$ cat src/rtl/pair_pkg.sv
package pair_pkg;
  localparam int REG_W  = 4;
  localparam int LEN_W  = 4;
  localparam int BANK_W = 3;

  typedef enum logic [1:0] {K_INT = 2'd0, K_SIMD = 2'd1, K_FP = 2'd2, K_RSV = 2'd3} kind_e;
  typedef enum logic [1:0] {C_NEVER = 2'd0, C_ANY = 2'd1, C_UONLY = 2'd2, C_VONLY = 2'd3} pcls_e;
  typedef enum logic [1:0] {N_NONE = 2'd0, N_SHIFT = 2'd1, N_MUL = 2'd2, N_CLEAR = 2'd3} unit_e;
endpackage

$ cat src/rtl/pair_slot.sv
// Per-slot legality: may this instruction occupy the given pipe in a pair?
module pair_slot
  import pair_pkg::*;
#(
  parameter bit IS_V      = 1'b0,
  parameter int MAX_V_LEN = 7
) (
  input  logic             vld,
  input  logic [1:0]       kind,
  input  logic [1:0]       pcls,
  input  logic [1:0]       unit,
  input  logic             ext_acc,
  input  logic [LEN_W-1:0] len,
  output logic             ok
);
  localparam logic [LEN_W-1:0] LEN_LIM = LEN_W'(MAX_V_LEN);

  logic class_ok;

  generate
    if (IS_V) begin : g_v
      assign class_ok = (pcls == C_ANY) || (pcls == C_VONLY);
    end else begin : g_u
      assign class_ok = (pcls == C_ANY) || (pcls == C_UONLY);
    end
  endgenerate

  always_comb begin
    ok = vld;
    unique case (kind)
      K_INT, K_FP: ok = ok & class_ok;
      K_SIMD: begin
        if (unit == N_CLEAR) ok = 1'b0;
        if (IS_V && ext_acc) ok = 1'b0;
      end
      default: ok = 1'b0;
    endcase
    if (IS_V && (len > LEN_LIM)) ok = 1'b0;
  end
endmodule

$ cat src/rtl/pair_hazard.sv
// Cross-slot conflicts: register contention, shared units, FP/SIMD mixing.
module pair_hazard
  import pair_pkg::*;
(
  input  logic [1:0]       u_kind,
  input  logic [1:0]       u_unit,
  input  logic             u_dst_en,
  input  logic [REG_W-1:0] u_dst,
  input  logic [1:0]       v_kind,
  input  logic [1:0]       v_unit,
  input  logic             v_dst_en,
  input  logic [REG_W-1:0] v_dst,
  input  logic             v_s0_en,
  input  logic [REG_W-1:0] v_s0,
  input  logic             v_s1_en,
  input  logic [REG_W-1:0] v_s1,
  output logic             clash
);
  logic flow_dep, out_dep, unit_dep, mix_dep, both_simd;

  always_comb begin
    flow_dep  = u_dst_en && ((v_s0_en && (v_s0 == u_dst)) || (v_s1_en && (v_s1 == u_dst)));
    out_dep   = u_dst_en && v_dst_en && (u_dst == v_dst);
    both_simd = (u_kind == K_SIMD) && (v_kind == K_SIMD);
    unit_dep  = both_simd && (u_unit == v_unit) && ((u_unit == N_SHIFT) || (u_unit == N_MUL));
    mix_dep   = ((u_kind == K_FP) && (v_kind == K_SIMD)) || ((u_kind == K_SIMD) && (v_kind == K_FP));
    clash     = flow_dep | out_dep | unit_dep | mix_dep;
  end
endmodule

$ cat src/rtl/pair_bank.sv
// Data-cache bank comparison of the two memory accesses.
module pair_bank
  import pair_pkg::*;
(
  input  logic              u_mem,
  input  logic              v_mem,
  input  logic [BANK_W-1:0] u_bank,
  input  logic [BANK_W-1:0] v_bank,
  output logic              hit
);
  assign hit = u_mem & v_mem & (u_bank == v_bank);
endmodule

$ cat src/rtl/pair_gate.sv
module pair_gate
  import pair_pkg::*;
#(
  parameter int MAX_V_LEN = 7
) (
  input  logic              clk,
  input  logic              rst,
  input  logic              u_vld,
  input  logic [1:0]        u_kind,
  input  logic [1:0]        u_pcls,
  input  logic [1:0]        u_unit,
  input  logic              u_mem,
  input  logic              u_dst_en,
  input  logic [REG_W-1:0]  u_dst,
  input  logic [BANK_W-1:0] u_bank,
  input  logic              v_vld,
  input  logic [1:0]        v_kind,
  input  logic [1:0]        v_pcls,
  input  logic [1:0]        v_unit,
  input  logic              v_mem,
  input  logic              v_irf,
  input  logic [LEN_W-1:0]  v_len,
  input  logic              v_dst_en,
  input  logic [REG_W-1:0]  v_dst,
  input  logic              v_s0_en,
  input  logic [REG_W-1:0]  v_s0,
  input  logic              v_s1_en,
  input  logic [REG_W-1:0]  v_s1,
  input  logic              v_flags,
  input  logic [BANK_W-1:0] v_bank,
  output logic              pair_ok,
  output logic              bank_wait,
  output logic              cc_from_v
);
  logic u_fit, v_fit, conflict, same_bank, pair_c;

  pair_slot #(.IS_V(1'b0), .MAX_V_LEN(MAX_V_LEN)) u_slot (
    .vld(u_vld), .kind(u_kind), .pcls(u_pcls), .unit(u_unit),
    .ext_acc(1'b0), .len('0), .ok(u_fit)
  );

  pair_slot #(.IS_V(1'b1), .MAX_V_LEN(MAX_V_LEN)) v_slot (
    .vld(v_vld), .kind(v_kind), .pcls(v_pcls), .unit(v_unit),
    .ext_acc(v_mem | v_irf), .len(v_len), .ok(v_fit)
  );

  pair_hazard hz (
    .u_kind(u_kind), .u_unit(u_unit), .u_dst_en(u_dst_en), .u_dst(u_dst),
    .v_kind(v_kind), .v_unit(v_unit), .v_dst_en(v_dst_en), .v_dst(v_dst),
    .v_s0_en(v_s0_en), .v_s0(v_s0), .v_s1_en(v_s1_en), .v_s1(v_s1),
    .clash(conflict)
  );

  pair_bank bk (
    .u_mem(u_mem), .v_mem(v_mem), .u_bank(u_bank), .v_bank(v_bank), .hit(same_bank)
  );

  assign pair_c = u_fit & v_fit & ~conflict;

  always_ff @(posedge clk) begin
    if (rst) begin
      pair_ok   <= 1'b0;
      bank_wait <= 1'b0;
      cc_from_v <= 1'b0;
    end else begin
      pair_ok   <= pair_c;
      bank_wait <= pair_c & same_bank;
      cc_from_v <= pair_c & v_flags;
    end
  end
endmodule

$ cat config.mk
export PLATFORM = sky130hd
export DESIGN_NAME = pair_gate
export DESIGN_NICKNAME = d
export VERILOG_FILES = /design/src/rtl/pair_pkg.sv /design/src/rtl/pair_slot.sv /design/src/rtl/pair_hazard.sv /design/src/rtl/pair_bank.sv /design/src/rtl/pair_gate.sv
export SDC_FILE = /design/constraint.sdc
export NUM_CORES = 1
export LEC_CHECK = 0
export BUFFER_PORTS_ARGS = -buffer_cell sky130_fd_sc_hd__buf_2
export CORE_AREA = 3 3 40 42
export DETAILED_ROUTE_END_ITERATION = 8
export DIE_AREA = 0 0 43 45
export PLACE_DENSITY = 0.91
export REMOVE_ABC_BUFFERS = 1
export SLEW_MARGIN = 10
export SYNTH_ARGS = -nofsm -noshare
export SYNTH_HDL_FRONTEND = slang
export SYNTH_SLANG_ARGS = --single-unit
$ cat constraint.sdc
create_clock -name clk -period 2.5 [get_ports clk]
set_clock_uncertainty 0.05 [all_clocks]
set_input_delay 0.125 -clock clk [delete_from_list [all_inputs] [get_ports clk]]
set_output_delay 0.125 -clock clk [all_outputs]
set_load 0.01 [all_outputs]
Word-level counts from Yosys, hierarchy flattened. Cells that the tools add are included.

Output and inout port bits: 3. Logic and storage cells: 59. Bits in registers: 3.

Magnitude comparators: 1. Muxes and demuxes: 6. Reductions and logical operators: 19. Bitwise operators: 13. Equal/unequal tests: 17.

Operators with widths (number): == test 2 bit (second input constant) (7); == test 4 bit (3); == test 2 x 1 -> 1 bit (second input constant) (5); logical AND 1 bit (10); AND 1 bit (8); logical OR 1 bit (5); greater-than comparator 4 x 3 -> 1 bit (second input constant) (1); zero test 2 bit (2); two-way mux 1 bit (4); OR 1 bit (4); case mux 1 bit (2 select lines) (2); OR reduction 2 bit (2); == test 3 bit (1); == test 2 bit (1); NOT 1 bit (1).

Logic depth before layout (Yosys ltp).
Depth in word-level cells: 10. Mapped depth: 6. Mapped depth without buffers: 6.

Modules after synthesis. Synthesis repeated with hierarchy kept, for this count alone.

Cell total of the unflattened synthesis: 50. Area total of the unflattened synthesis: 412.9 um^2.

Modules (own cells, without submodules): pair_hazard (seq. area each 0.0 um^2, instances 1, area an instance 206.4 um^2, cells an instance 28); pair_gate (seq. area each 60.1 um^2, instances 1, area an instance 95.1 um^2, cells an instance 8); pair_bank (seq. area each 0.0 um^2, instances 1, area an instance 42.5 um^2, cells an instance 5); pair_slot at v_slot (seq. area each 0.0 um^2, instances 1, area an instance 36.3 um^2, cells an instance 4); pair_slot at u_slot (seq. area each 0.0 um^2, instances 1, area an instance 32.5 um^2, cells an instance 5).

Worst setup path before layout. Ideal clock, no wire load.

Path type: input port to flip-flop. Start point: input v_kind[1]. End point: register bank_wait. Library setup time: 73 ps. Stages on the path: 5. Data arrival time: 1204 ps. Slack: 1173 ps. Cells stage by stage: nand2b_1 a2111oi_4 o221ai_2 or3_4 nor3_2.

Word-level cells in the longest chain between the ends: 9.

Ends and longest elaborated chain: start, declared (RTL line pair_gate.sv:17) `input logic [1:0] v_kind,`; parallel branches: the longest is 7 deep, another holds == test 2 bit; AND 1 bit (*) (RTL line pair_gate.sv:58) `assign pair_c = u_fit & v_fit & ~conflict;`; AND 1 bit (*) (RTL line pair_gate.sv:67) `bank_wait <= pair_c & same_bank;`; end signal, assigned (RTL line pair_gate.sv:67); end, declared (RTL line pair_gate.sv:32) `output logic bank_wait,`.

Every way passes the cells marked *. A chain may end at the register's enable or synchronous reset.

Final worst setup path. Ends and elaborated chain as after synthesis.

==> flow_summary.yaml <==
status:
  status: "finished clean"
logic_synthesis:
  synth.largest_area_cell: "xor2_1"
  synth.most_common_cell: "xor2_1"
  yosys-top-cells-area: "xor2_1, dfxtp_1, xnor2_1"
  synth-seq-area-share_pct: 14.2
  synth_area_per_cell_um2: 8.97
  syn_inst: 47
  synth_top_area_share_pct: 29.1
  synthTopCellsByCount: "xor2_1, nand3_1, nor4_1, xnor2_1"
  synthFlopType: "dfxtp_1"
  synth_edf_count: 0
  synth-async-reset-ratio_pct: 0
  ys_ff_latch: 3
  ys_types: 20
  yosys_warnings: 0
  synth_area_um2: 422
floorplan:
  fp.dieH_um: 45
  coreArea_mm2: 0.00128
  ios: 53
  initial_core_util_pct: 32.8
  die_x_um: 43
  die-area_mm2: 0.00194
  placementRows: 13
min_path:
  hold_class: "in2reg"
  holdPathStages: 3
  min_from: "v_flags"
  whs_endpoint: "cc_from_v$_SDFF_PP0_"
setup_path:
  critPathRequiredTime_ns: 2.61
  critPathArrivalTime_ns: 1.40
  critPathLaunchType: "input pin"
  criticalPathCategory: "in2reg"
  worst-path-max-fanout: 3
  critPathCaptureType: "flip-flop"
routing:
  post_drt_via_cell_ratio: 4.73
  wl_met2_um: 623
  met1_length_um: 451
  maxUsedRoutingLayer: "met4"
  drt-total-wl_mm: 1.24
  first_iter_violations: 2
  final_antenna_net_count: 0
  drc_errors: 0
  first_pass_iters: 3
  vias: 539
  met3_length_um: 136
  avgRoutedWirePerCell_um: 10.8
sta:
  rsz0062_at_grt: "false"
  period_needed_ns: 1.29
  fin_crit_sh_pct: 51.7
  worstMarginPinSlew_ns: 0.746
  fin_setup_tns_ns: 0
  drv_slew: 0
  setup_viol: 0
  slew_headroom_pct: 49.6
  finalHoldViolCount: 0
  fmax_mhz: 774
grt:
  grt_pass1_vias: 571
  grt_max_degree: 6
  gr-usage-all-layers_pct: 14.6
  overflow: 0
  grt_pass1_wl_mm: 2.18
  antenna_found_initial: 0
clock_network:
  numCtsBuffers: 3
  clock-sinks: 3
  cts_buffer_depth: 2
  root_buffer: "clkbuf_4"
  hold_buffers: 0
  cts_setup_buffers: 0
  path_clk_slew_ns: 0.04
  cts_resized: 0
  cts_htree_levels: 1
  cts_tree: "done"
finish:
  fill_cells: 128
  diodes: 0
  area_delta_synth_final_pct: 67.7
  layout.nets: 151
  final_util_pct: 55.0
  instances_no_fill: 114
  final_layout_size_suffix_gt1_share_pct: 56.6
run:
  cap_viol_max_count: 0
placement:
  dp_hpwl_mm: 1.16
  place_inst: 110
  place.gp.congestion: 0.749
  port_buffers: 48
pwr:
  leakagePower_nw: 0.343
  power_density_mw_per_mm2: 306
  max-vdd-ir-drop_mv: 0.111
  fin_total_pwr_mw: 0.216
[cell families after synthesis]
| kind of cell | count (synthesis) | share of synthesized area [%] |
|---|---|---|
| adders and majority gates | 1 | 2.97 |
| xor gates and xnor gates | 18 | 37.4 |
| buffers and inverters | 1 | 0.889 |
| AOI/OAI and AO/OA | 4 | 13.4 |
| DFF | 3 | 14.2 |
| and+or+nand+nor | 20 | 31.2 |
[per-layer routing]
metal | vias to the layer above | global-route usage (%)
met5 | - | 0
met4 | 0 | 6.63
met3 | 4 | 2.39
met2 | 33 | 26.9
met1 | 225 | 16.5
li1 | 277 | -
[worst max-delay path by stage]
stage / to / from
6_report: bank_wait$_SDFF_PP0_ / v_kind[1]
4_1_cts: cc_from_v$_SDFF_PP0_ / v_kind[1]
5_1_grt: bank_wait$_SDFF_PP0_ / v_kind[1]
2_1_floorplan: bank_wait$_SDFF_PP0_ / v_kind[1]
3_3_place_gp: bank_wait$_SDFF_PP0_ / v_kind[1]
3_5_place_dp: bank_wait$_SDFF_PP0_ / v_kind[1]
[cell usage in the layout, fill, tap and decap left out]
cell type,count
nand2b_1,1
inv_1,1
or3_4,1
o21ai_0,1
nor2_1,3
nor3_2,2
nor4_1,4
a2111oi_4,1
buf_2,48
nor2b_1,1
xor2_1,14
nor3b_1,1
ha_1,1
nand3b_1,1
clkbuf_4,3
dfxtp_1,3
o41ai_1,1
o221ai_2,1
nand3_1,4
xnor2_1,4
clkbuf_1,1
nor4bb_1,1
nand4_1,1
[power breakdown]
part | total [mW] | switching [mW] | internal (mW)
Combinational | 0.0853 | 0.0382 | 0.0471
Sequential | 0.0484 | 0.0000429 | 0.0484
Clock | 0.0824 | 0.0227 | 0.0597
[through the flow]
stage	hold slack [ns]	setup WS, ns	area [um^2]
2_1_floorplan	0.205	1.17	422
3_3_place_gp	0.317	1.01	681
3_5_place_dp	0.317	0.932	681
4_1_cts	0.0737	1.17	707
5_1_grt	0.0885	1.13	707
6_report	0.0806	1.21	707
[worst max-delay path, cell delays in order]
cell and delay (ns):
buf_2 0.10, nand2b_1 0.21, a2111oi_4 0.25, o221ai_2 0.15, or3_4 0.41, nor3_2 0.16
[flip-flops by register name, summed over array words and instances, names as in the netlist]
signal     flops
bank_wait      1
cc_from_v      1
pair_ok        1
[final cells by class]
class | count | area, um^2 | area share [%]
well taps | 15 | 18.8 | 2.65
flip-flops and latches | 3 | 60.1 | 8.50
repair buffers | 48 | 240 | 34.0
multi-input cells | 43 | 358 | 50.6
inverters | 1 | 3.75 | 0.531
clock buffers | 4 | 26.3 | 3.72
Power figures use the tool's default switching activity.
